File: src/rtl/d2i_pkg.sv
package d2i_pkg;
    localparam int EXP_W  = 11;
    localparam int MAN_W  = 52;
    localparam int OP_W   = 1 + EXP_W + MAN_W;
    localparam int INT_W  = 32;
    localparam int BIAS   = (1 << (EXP_W - 1)) - 1;
    localparam int MW     = MAN_W + 1;
    localparam int SH_W   = $clog2(MW + 1);
    localparam logic [INT_W-1:0] RES_HI = 32'hFFF8_0000;

    typedef enum logic [1:0] {
        RM_NEAR = 2'b00,
        RM_ZERO = 2'b01,
        RM_PINF = 2'b10,
        RM_NINF = 2'b11
    } rmode_e;

    typedef struct packed {
        logic             sign;
        logic             nan;
        logic             big;
        logic [INT_W-1:0] ipart;
        logic             half;
        logic             sticky;
    } split_t;
endpackage

File: src/rtl/d2i_split.sv
module d2i_split
    import d2i_pkg::*;
(
    input  logic [OP_W-1:0] op,
    output split_t          sp
);
    logic [EXP_W-1:0] ex;
    logic [MAN_W-1:0] fr;
    logic [MW-1:0]    mant;
    logic [MW-1:0]    hbit;
    logic [MW-1:0]    below;
    logic [SH_W-1:0]  shamt;
    int               e_unb;

    assign ex    = op[OP_W-2 -: EXP_W];
    assign fr    = op[MAN_W-1:0];
    assign mant  = {(ex != '0), fr};
    assign e_unb = int'(ex) - BIAS;

    always_comb begin
        sp       = '0;
        sp.sign  = op[OP_W-1];
        shamt    = '0;
        hbit     = '0;
        below    = '0;
        if (ex == '1) begin
            sp.nan = (fr != '0);
            sp.big = 1'b1;
        end else if (e_unb >= INT_W) begin
            sp.big = 1'b1;
        end else if (e_unb >= 0) begin
            shamt     = SH_W'(MAN_W - e_unb);
            hbit      = MW'(1) << (shamt - SH_W'(1));
            below     = hbit - MW'(1);
            sp.ipart  = INT_W'(mant >> shamt);
            sp.half   = |(mant & hbit);
            sp.sticky = |(mant & below);
        end else if (e_unb == -1) begin
            sp.half   = 1'b1;
            sp.sticky = (fr != '0);
        end else begin
            sp.sticky = (mant != '0);
        end
    end
endmodule

File: src/rtl/d2i_round.sv
module d2i_round
    import d2i_pkg::*;
(
    input  split_t           sp,
    input  rmode_e           mode,
    output logic [INT_W-1:0] value,
    output logic             invalid,
    output logic             fi,
    output logic             fr,
    output logic             negz
);
    localparam logic [INT_W-1:0] MAX_POS = {1'b0, {(INT_W-1){1'b1}}};
    localparam logic [INT_W-1:0] MIN_NEG = {1'b1, {(INT_W-1){1'b0}}};

    logic             frac_nz;
    logic             pos_ovf;
    logic             neg_ovf;
    logic             inc;
    logic [INT_W-1:0] mag;

    assign frac_nz = sp.half | sp.sticky;
    assign pos_ovf = !sp.sign && !sp.nan &&
                     (sp.big || (sp.ipart > MAX_POS) || ((sp.ipart == MAX_POS) && frac_nz));
    assign neg_ovf = sp.nan || (sp.sign &&
                     (sp.big || (sp.ipart > MIN_NEG) || ((sp.ipart == MIN_NEG) && frac_nz)));

    always_comb begin
        unique case (mode)
            RM_NEAR: inc = sp.half && sp.sticky;
            RM_ZERO: inc = 1'b0;
            RM_PINF: inc = frac_nz && !sp.sign;
            RM_NINF: inc = frac_nz && sp.sign;
        endcase
    end

    assign mag = sp.ipart + INT_W'(inc);

    always_comb begin
        value   = sp.sign ? (~mag + INT_W'(1)) : mag;
        invalid = 1'b0;
        fi      = frac_nz;
        fr      = inc;
        if (pos_ovf) begin
            value   = MAX_POS;
            invalid = 1'b1;
            fi      = 1'b0;
            fr      = 1'b0;
        end else if (neg_ovf) begin
            value   = MIN_NEG;
            invalid = 1'b1;
            fi      = 1'b0;
            fr      = 1'b0;
        end
        negz = !invalid && (value == '0) && sp.sign;
    end
endmodule

File: src/rtl/d2i_conv.sv
module d2i_conv
    import d2i_pkg::*;
(
    input  logic            clk,
    input  logic            rst_n,
    input  logic            in_valid,
    input  logic [OP_W-1:0] in_op,
    input  logic [1:0]      in_rmode,
    input  logic            in_trunc,
    input  logic            in_rec,
    input  logic            in_fx,
    input  logic            in_fex,
    input  logic            in_vx,
    input  logic            in_ox,
    output logic            out_valid,
    output logic [63:0]     out_word,
    output logic            out_invalid,
    output logic            out_fi,
    output logic            out_fr,
    output logic            out_cr_wr,
    output logic [3:0]      out_cr
);
    typedef enum logic {
        ST_IDLE = 1'b0,
        ST_EMIT = 1'b1
    } st_e;

    st_e              state_q;
    st_e              state_d;
    split_t           sp;
    rmode_e           eff_mode;
    logic [INT_W-1:0] r_value;
    logic             r_invalid;
    logic             r_fi;
    logic             r_fr;
    logic             r_negz;

    assign eff_mode = in_trunc ? RM_ZERO : rmode_e'(in_rmode);

    d2i_split u_split (
        .op (in_op),
        .sp (sp)
    );

    d2i_round u_round (
        .sp      (sp),
        .mode    (eff_mode),
        .value   (r_value),
        .invalid (r_invalid),
        .fi      (r_fi),
        .fr      (r_fr),
        .negz    (r_negz)
    );

    always_comb begin
        unique case (state_q)
            ST_IDLE: state_d = in_valid ? ST_EMIT : ST_IDLE;
            ST_EMIT: state_d = in_valid ? ST_EMIT : ST_IDLE;
        endcase
    end

    always_ff @(posedge clk or negedge rst_n) begin
        if (!rst_n) state_q <= ST_IDLE;
        else        state_q <= state_d;
    end

    always_ff @(posedge clk or negedge rst_n) begin
        if (!rst_n) begin
            out_word    <= '0;
            out_invalid <= 1'b0;
            out_fi      <= 1'b0;
            out_fr      <= 1'b0;
            out_cr_wr   <= 1'b0;
            out_cr      <= '0;
        end else if (in_valid) begin
            out_word    <= {RES_HI | {{(INT_W-1){1'b0}}, r_negz}, r_value};
            out_invalid <= r_invalid;
            out_fi      <= r_fi;
            out_fr      <= r_fr;
            out_cr_wr   <= in_rec;
            out_cr      <= in_rec ? {in_fx, in_fex, in_vx, in_ox} : 4'b0000;
        end
    end

    assign out_valid = (state_q == ST_EMIT);
endmodule

File: config.mk
export PLATFORM = sky130hd
export DESIGN_NAME = d2i_conv
export DESIGN_NICKNAME = d
export VERILOG_FILES = /design/src/rtl/d2i_pkg.sv /design/src/rtl/d2i_split.sv /design/src/rtl/d2i_round.sv /design/src/rtl/d2i_conv.sv
export SDC_FILE = /design/constraint.sdc
export NUM_CORES = 1
export LEC_CHECK = 0
export ABC_CLOCK_PERIOD_IN_PS = 1140
export BUFFER_PORTS_ARGS = -buffer_cell sky130_fd_sc_hd__clkbuf_2
export CELL_PAD_IN_SITES_DETAIL_PLACEMENT = 0
export CELL_PAD_IN_SITES_GLOBAL_PLACEMENT = 2
export CORE_MARGIN = 3
export CORE_UTILIZATION = 35
export DETAILED_ROUTE_END_ITERATION = 6
export PLACE_DENSITY_LB_ADDON = 0.1
export SYNTH_ARGS = -nofsm -noshare
export SYNTH_HDL_FRONTEND = slang
export SYNTH_SLANG_ARGS = --single-unit
File: constraint.sdc
create_clock -name clk -period 1.14 [get_ports clk]
set_input_delay 0.342 -clock clk [delete_from_list [all_inputs] [get_ports clk]]
set_output_delay 0.342 -clock clk [all_outputs]
set_load 0.01 [all_outputs]
# Yosys cells after proc, flatten, opt, wreduce, memory -nomap -nowiden
# Cells that the tools add are included.
dict set report totals {
  word_cells 77
  rom_bits 0
  output_inout_bits 73
  latch_bits 0
  reg_bits 43
  memories 0
  ramBits 0
  in_bits 75
}
dict set report op_classes {
  bitwise 4
  multipliers 0
  n_div 0
  n_reduce_logical 25
  eq_ne 7
  add_sub_neg 6
  n_shift 2
  magnitude_cmp 4
  n_mux 22
}
# operator n
set ops {}
lappend ops {{32-bit two-way mux} 4}
lappend ops {{53-bit bitwise AND} 2}
lappend ops {{53-bit OR reduction} 2}
lappend ops {{34-bit two-way mux} 2}
lappend ops {{53-bit nonzero test} 1}
lappend ops {{1-bit by 6-bit left shift with 53-bit output, first input constant} 1}
lappend ops {{53-bit by 6-bit right shift with 32-bit output} 1}
lappend ops {{53-bit by 1-bit subtractor with 53-bit output, second input constant} 1}
lappend ops {{52-bit nonzero test} 1}
lappend ops {{32-bit by 1-bit adder with 32-bit output} 1}
lappend ops {{32-bit by 1-bit adder with 32-bit output, second input constant} 1}
lappend ops {{32-bit by 31-bit == test with 1-bit output, second input constant} 1}
lappend ops {{32-bit == test, second input constant} 1}
lappend ops {{32-bit by 31-bit > comparator with 1-bit output, second input constant} 1}
lappend ops {{32-bit > comparator, second input constant} 1}
lappend ops {{32-bit logical NOT} 1}
lappend ops {{32-bit NOT} 1}
lappend ops {{12-bit by 1-bit == test with 1-bit output, second input constant} 1}
lappend ops {{12-bit by 1-bit >= comparator with 1-bit output, second input constant} 1}
lappend ops {{12-bit by 7-bit >= comparator with 1-bit output, second input constant} 1}
lappend ops {{1-bit two-way mux} 12}
lappend ops {{11-bit by 10-bit subtractor with 12-bit output, second input constant} 1}
lappend ops {{11-bit == test, second input constant} 1}
lappend ops {{11-bit nonzero test} 1}
lappend ops {{other kinds (12)} 29}

# Depth between registers and ports, before layout
dict set report depth {
  word_depth 22
  mapped_depth 41
  ltp_nobuf 33
}

# Hierarchy
# A second synthesis with hierarchy kept.
dict set report unflattened {
  cells_unflattened 1433
  hier_area_um2 11103.1
}
# module n_inst seq_area_each_um2 cells_per_inst area_per_inst_um2
set by_module_without_submodules {}
lappend by_module_without_submodules {d2i_split 1 0.0 974 6821.5}
lappend by_module_without_submodules {d2i_round 1 0.0 328 2287.2}
lappend by_module_without_submodules {d2i_conv 1 1076.0 131 1994.4}

# Worst setup path before layout
# No wires, ideal clock.
dict set report synth_path {
  path_kind {input to register}
  startpoint {input port in_op[52]}
  endpoint {register out_word[32]}
  t_required_ns 1.018
  stages 38
  t_arrival_ns 8.536
  setup_slack_ns -7.517
  setup_ns 0.122
  cell_sequence {buf_4 buf_4 buf_2 inv_1 ha_1 buf_6 nor2b_2 buf_4 a211oi_1 o221a_2 o21ai_0 nand2_1 clkbuf_1 buf_1 nand3_1 ha_1 nor2_1 or4_1 [2 not listed] nor4_1 nand3_1 a21o_1 a31oi_1 nor2_1 ha_1 ha_1 clkbuf_1 a21oi_1 o211ai_1 a211o_1 nor4_4 or4b_4 or2_4 o41ai_2 xnor2_1 nor3_1 a32o_1}
}
dict set report synth_between {
  elab_chain_len 22
}
# item line_no
set synth_rtl {}
lappend synth_rtl {{start: declaration} d2i_conv.sv:7} ;# input logic [OP_W-1:0] in_op,
lappend synth_rtl {{11-bit by 10-bit subtractor with 12-bit output} d2i_split.sv:18} ;# assign e_unb = int'(ex) - BIAS;
lappend synth_rtl {{5-bit by 6-bit subtractor with 6-bit output} d2i_split.sv:32} ;# shamt = SH_W'(MAN_W - e_unb);
lappend synth_rtl {{6-bit by 1-bit subtractor with 6-bit output} d2i_split.sv:33} ;# hbit = MW'(1) << (shamt - SH_W'(1));
lappend synth_rtl {{1-bit by 6-bit left shift with 53-bit output} d2i_split.sv:33}
lappend synth_rtl {{53-bit by 1-bit subtractor with 53-bit output} d2i_split.sv:34} ;# below = hbit - MW'(1);
lappend synth_rtl {{53-bit bitwise AND} d2i_split.sv:37} ;# sp.sticky = |(mant & below);
lappend synth_rtl {{53-bit OR reduction} d2i_split.sv:37}
lappend synth_rtl {{2-bit two-way mux} d2i_split.sv:31} ;# end else if (e_unb >= 0) begin
lappend synth_rtl {{[5 not listed]} --}
lappend synth_rtl {{32-bit by 1-bit adder with 32-bit output} d2i_round.sv:36} ;# assign mag = sp.ipart + INT_W'(inc);
lappend synth_rtl {{32-bit NOT} d2i_round.sv:39} ;# value = sp.sign ? (~mag + INT_W'(1)) : mag;
lappend synth_rtl {{32-bit by 1-bit adder with 32-bit output} d2i_round.sv:39}
lappend synth_rtl {{32-bit two-way mux} d2i_round.sv:39}
lappend synth_rtl {{32-bit two-way mux} d2i_round.sv:48} ;# end else if (neg_ovf) begin
lappend synth_rtl {{32-bit two-way mux} d2i_round.sv:43} ;# if (pos_ovf) begin
lappend synth_rtl {{32-bit logical NOT} d2i_round.sv:54} ;# negz = !invalid && (value == '0) && sp.sign;
lappend synth_rtl {{1-bit logical AND (*) (2 in a row)} d2i_round.sv:54}
lappend synth_rtl {{end signal: assignment} d2i_conv.sv:76} ;# out_word <= {RES_HI | {{(INT_W-1){1'b0}}, r_negz}, r_value};
lappend synth_rtl {{end: declaration} d2i_conv.sv:16} ;# output logic [63:0] out_word,
# Mark *: on every way between the ends. The rest lies on a longest branch, timed or not.
# A chain may end at the register's enable or synchronous reset.

# Final worst setup path
# Same ends and word-level chain as after synthesis.

==> summary.txt <==
Run status
  • Status: finished with violations
  • Failing checks: negative setup slack

Setup path
  • Crit start category: input pin
  • Crit path largest cell delay: just under 0.6 ns
  • Critical Path End Type: register
  • Most frequent CP cell: ha_4
  • CP Max Fanout: 7
  • Worst EP required: roughly 1.4 ns
  • Setup CP Type: in2reg
  • CP arrival: just under 8 ns
  • Slowest CP cell: or4_4

Cells and area
  • Fillers: 2971
  • Most frequent cells in the layout: buf_4, nor2_1, nand2_1, clkbuf_2, a21oi_1
  • Final core occ: a little under 60%
  • Most common cell after layout, fill and taps aside: buf_4
  • Area Growth Syn to Fin: 64.9%
  • Share of layout cells above drive strength 1: 48.8%
  • Antenna diodes: 0
  • Fin nets: 2353

Yosys
  • Syn Inst Count: 1581
  • Seq/Total Area, Yosys: 9.41%
  • Synth cell types: 106
  • Synth Warn #: 0
  • Ys flop type: dfrtp_1
  • Yosys reg bits: 43
  • Async S/R FF share, synth: between 90% and 100%
  • Post-Syn Area: 11400 um^2
  • Avg Cell Area, Syn: 7.23 um^2
  • Post-synth EDFFs: 0

STA
  • Clk_skew: 0 ns
  • Endpoints failing setup: 82
  • Slew @ Worst Pin: slightly above 0.8 ns
  • Final Cycle Share: 667%
  • Final WS setup: -6.47 ns
  • Final min period: 7.61 ns
  • Slew Limit Fails: 0
  • Peak Freq: 131 MHz
  • RSZ-0062 raised after global routing: true
  • Max_slew headroom: 43.9%
  • Hold Fails Final Rpt: 0

Floorplanning
  • Die area: 34900 um^2
  • FP Rows: 65
  • Vert. Die Dim: 187 um
  • Die Wd: between 150 and 200 um
  • Core area: between 30000 and 40000 um^2
  • Ports: 148
  • Initial Util: a little over a third

Detailed routing
  • Vias/cell: 6.29
  • Via count: 17.0k
  • Drt drc: 0
  • Drt pass-1 iters: 6
  • Routed len/inst: 25.7 um
  • Initial DRC count: 1930
  • Routed Wire Length: around 70000 um
  • Post-route antenna net violation count: 0

GRT
  • First-pass GRT wire length: 103000 um
  • Total global routing overflow: 0
  • Global Route met2 Usage: 58.1%
  • Grt peak-use layer: met2
  • Met3 Usage GRT: 7.27%
  • M1 GR Usage: 50.7%
  • GRT Total Usage: a little under two fifths
  • Largest net degree at the start of global routing: 66
  • Vias in the first global route: 16.5k
  • Antenna violations before repair: 1

Placed design
  • Port Buffer Count: 129
  • Hpwl dp: between 50000 and 60000 um
  • GPL Wtd Cong: between 1 and 1.5

Power
  • P_int: 0.00776 W
  • Leakage: 8.18 nW
  • Clk pwr share: 11.3%
  • Sequential share of power: roughly an eighth
  • Switching Fraction: 46.8%
  • Gate power share: 76.4%
  • Psw: 0.00683 W
  • Pwr dens: around 770 nW/um^2
  • Final total power: roughly 0.015 W
  • Worst VDD drop: 675 uV

Clock network
  • H-tree depth: 2
  • Bufs on Longest Clock Path: 2
  • CTS tree: done
  • Hold Buf Count CTS: 0
  • Skew-Pair Late Insertion Delay: about 0.3 ns
  • CTS clk-pin slew, worst paths: 0.06 ns
  • TritonCTS Sinks: 43
  • Root Driver: clkbuf_16
  • CTS Buf Count: 5

Worst hold path
  • Worst hold-check path type: in2async

Flow run
  • Max Cap Viol: 0
==> power by group through the flow <==
| stage | Combinational [W] | Sequential (W) | Clock, W |
|---|---|---|---|
| detailed placement | 0.00974 | 0.00182 | 0 |
| finish | 0.0111 | 0.00180 | 0.00165 |
| global placement | 0.00973 | 0.00181 | 0 |
| floorplan | 0.00482 | 0.00188 | 0 |
| CTS | 0.0105 | 0.00179 | 0.00168 |
| global route | 0.0117 | 0.00182 | 0.00175 |
==> through the flow <==
step	cell area, um^2	hold slack, ns	worst slack [ns]	instances	setup TNS (ns)
after floorplan	11700	0.0464	-6.47	1598	-196.63
after global placement	16800	0.328	-6.98	2635	-216.30
after detailed placement	16800	0.337	-7.02	2635	-219.92
after CTS	18300	0.0218	-6.20	2687	-194.70
after global routing	18900	0.0361	-6.72	2703	-207.26
final	18900	0.00467	-6.47	2703	-198.97
==> cell usage after synthesis (all sizes together), types with 11 or more instances <==
master / n / area (um^2)
nor2: 200 / 756
nand2: 123 / 464
a21oi: 120 / 601
buf: 99 / 667
nand3: 77 / 390
o21ai: 65 / 325
clkbuf: 64 / 240
o211ai: 58 / 460
xnor2: 58 / 542
mux4: 55 / 1250
nor3: 55 / 290
dfrtp: 43 / 1080
nor4: 43 / 314
o22ai: 40 / 263
inv: 35 / 131
nand4: 30 / 188
xor2: 26 / 228
o31ai: 23 / 183
and2: 22 / 138
a211oi: 21 / 163
a31oi: 19 / 125
or4: 19 / 150
or3: 16 / 100
a21o: 15 / 113
and3: 14 / 87.6
mux2i: 13 / 130
a22oi: 12 / 95.1
o21a: 12 / 90.1
o311ai: 12 / 113
nand2b: 11 / 68.8
==> state kept, by name, indices dropped and copies added, names as in the netlist <==
name         count
out_word        34
out_valid        1
out_cr_wr        1
out_fr           1
out_invalid      1
out_cr           4
out_fi           1
==> critical path, delay by kind of cell <==
kind / cells / cell delay (ns)
AND/OR/NAND/NOR: 8 / 2.80
XOR/XNOR: 1 / 0.09
adder cells (fa/ha/maj): 3 / 0.53
buffers and inverters: 5 / 0.78
AO/OA/AOI/OAI: 14 / 3.24
==> metal layers <==
metal  vias up  part of all wire [%]
li1       7444                     -
met1      8279                    41
met2      1035                    43
met3       232                   9.6
met4         0                   6.4
met5         -                     0
==> path summary, 6_finish.rpt <==
check	start	cells past startpoint	to	slack [ns]
hold / removal	rst_n	2	out_word[8]	0.005
max in group asynchronous	rst_n	2	out_word[51]	0.88
min in group clk	in_fx	3	out_cr[3]	0.28
hold reg to reg	out_word[19]	1	out_word[19]	0.50
setup / recovery	in_op[52]	31	out_word[32]	-6.47
setup reg to reg	out_word[51]	2	out_word[51]	0.18
==> cell type report <==
| cell class | instances | area (um^2) | area share, % |
|---|---|---|---|
| Clock inverter | 2 | 37.5 | 0.199 |
| Tap cell | 435 | 544 | 2.88 |
| Multi-Input combinational cell | 1355 | 10600 | 56.1 |
| Timing Repair Buffer | 826 | 6350 | 33.7 |
| Clock buffer | 5 | 125 | 0.663 |
| Inverter | 37 | 146 | 0.776 |
| Sequential cell | 43 | 1080 | 5.71 |
==> kinds of logic (layout without fill, tap and decap cells) <==
family | after synthesis | count (layout) | share of synthesized area, %
buffers and inverters | 200 | 870 | 9.14
DFF | 43 | 43 | 9.41
xor gates and xnor gates | 85 | 85 | 6.92
AOI/OAI and AO/OA | 507 | 507 | 31.3
muxes | 74 | 74 | 12.6
adders and majority gates | 10 | 10 | 1.09
and+or+nand+nor | 661 | 661 | 29.5
other | 1 | 18 | 0.0328
==> what timing repair did <==
item,CTS,global route
gates cloned,3,0
pin swaps,82,48
endpoints found under the setup margin,89,91
endpoints found under the hold margin,0,0
setup buffers,48,18
gates resized for setup,186,101
(Power assumes the default switching activity.)
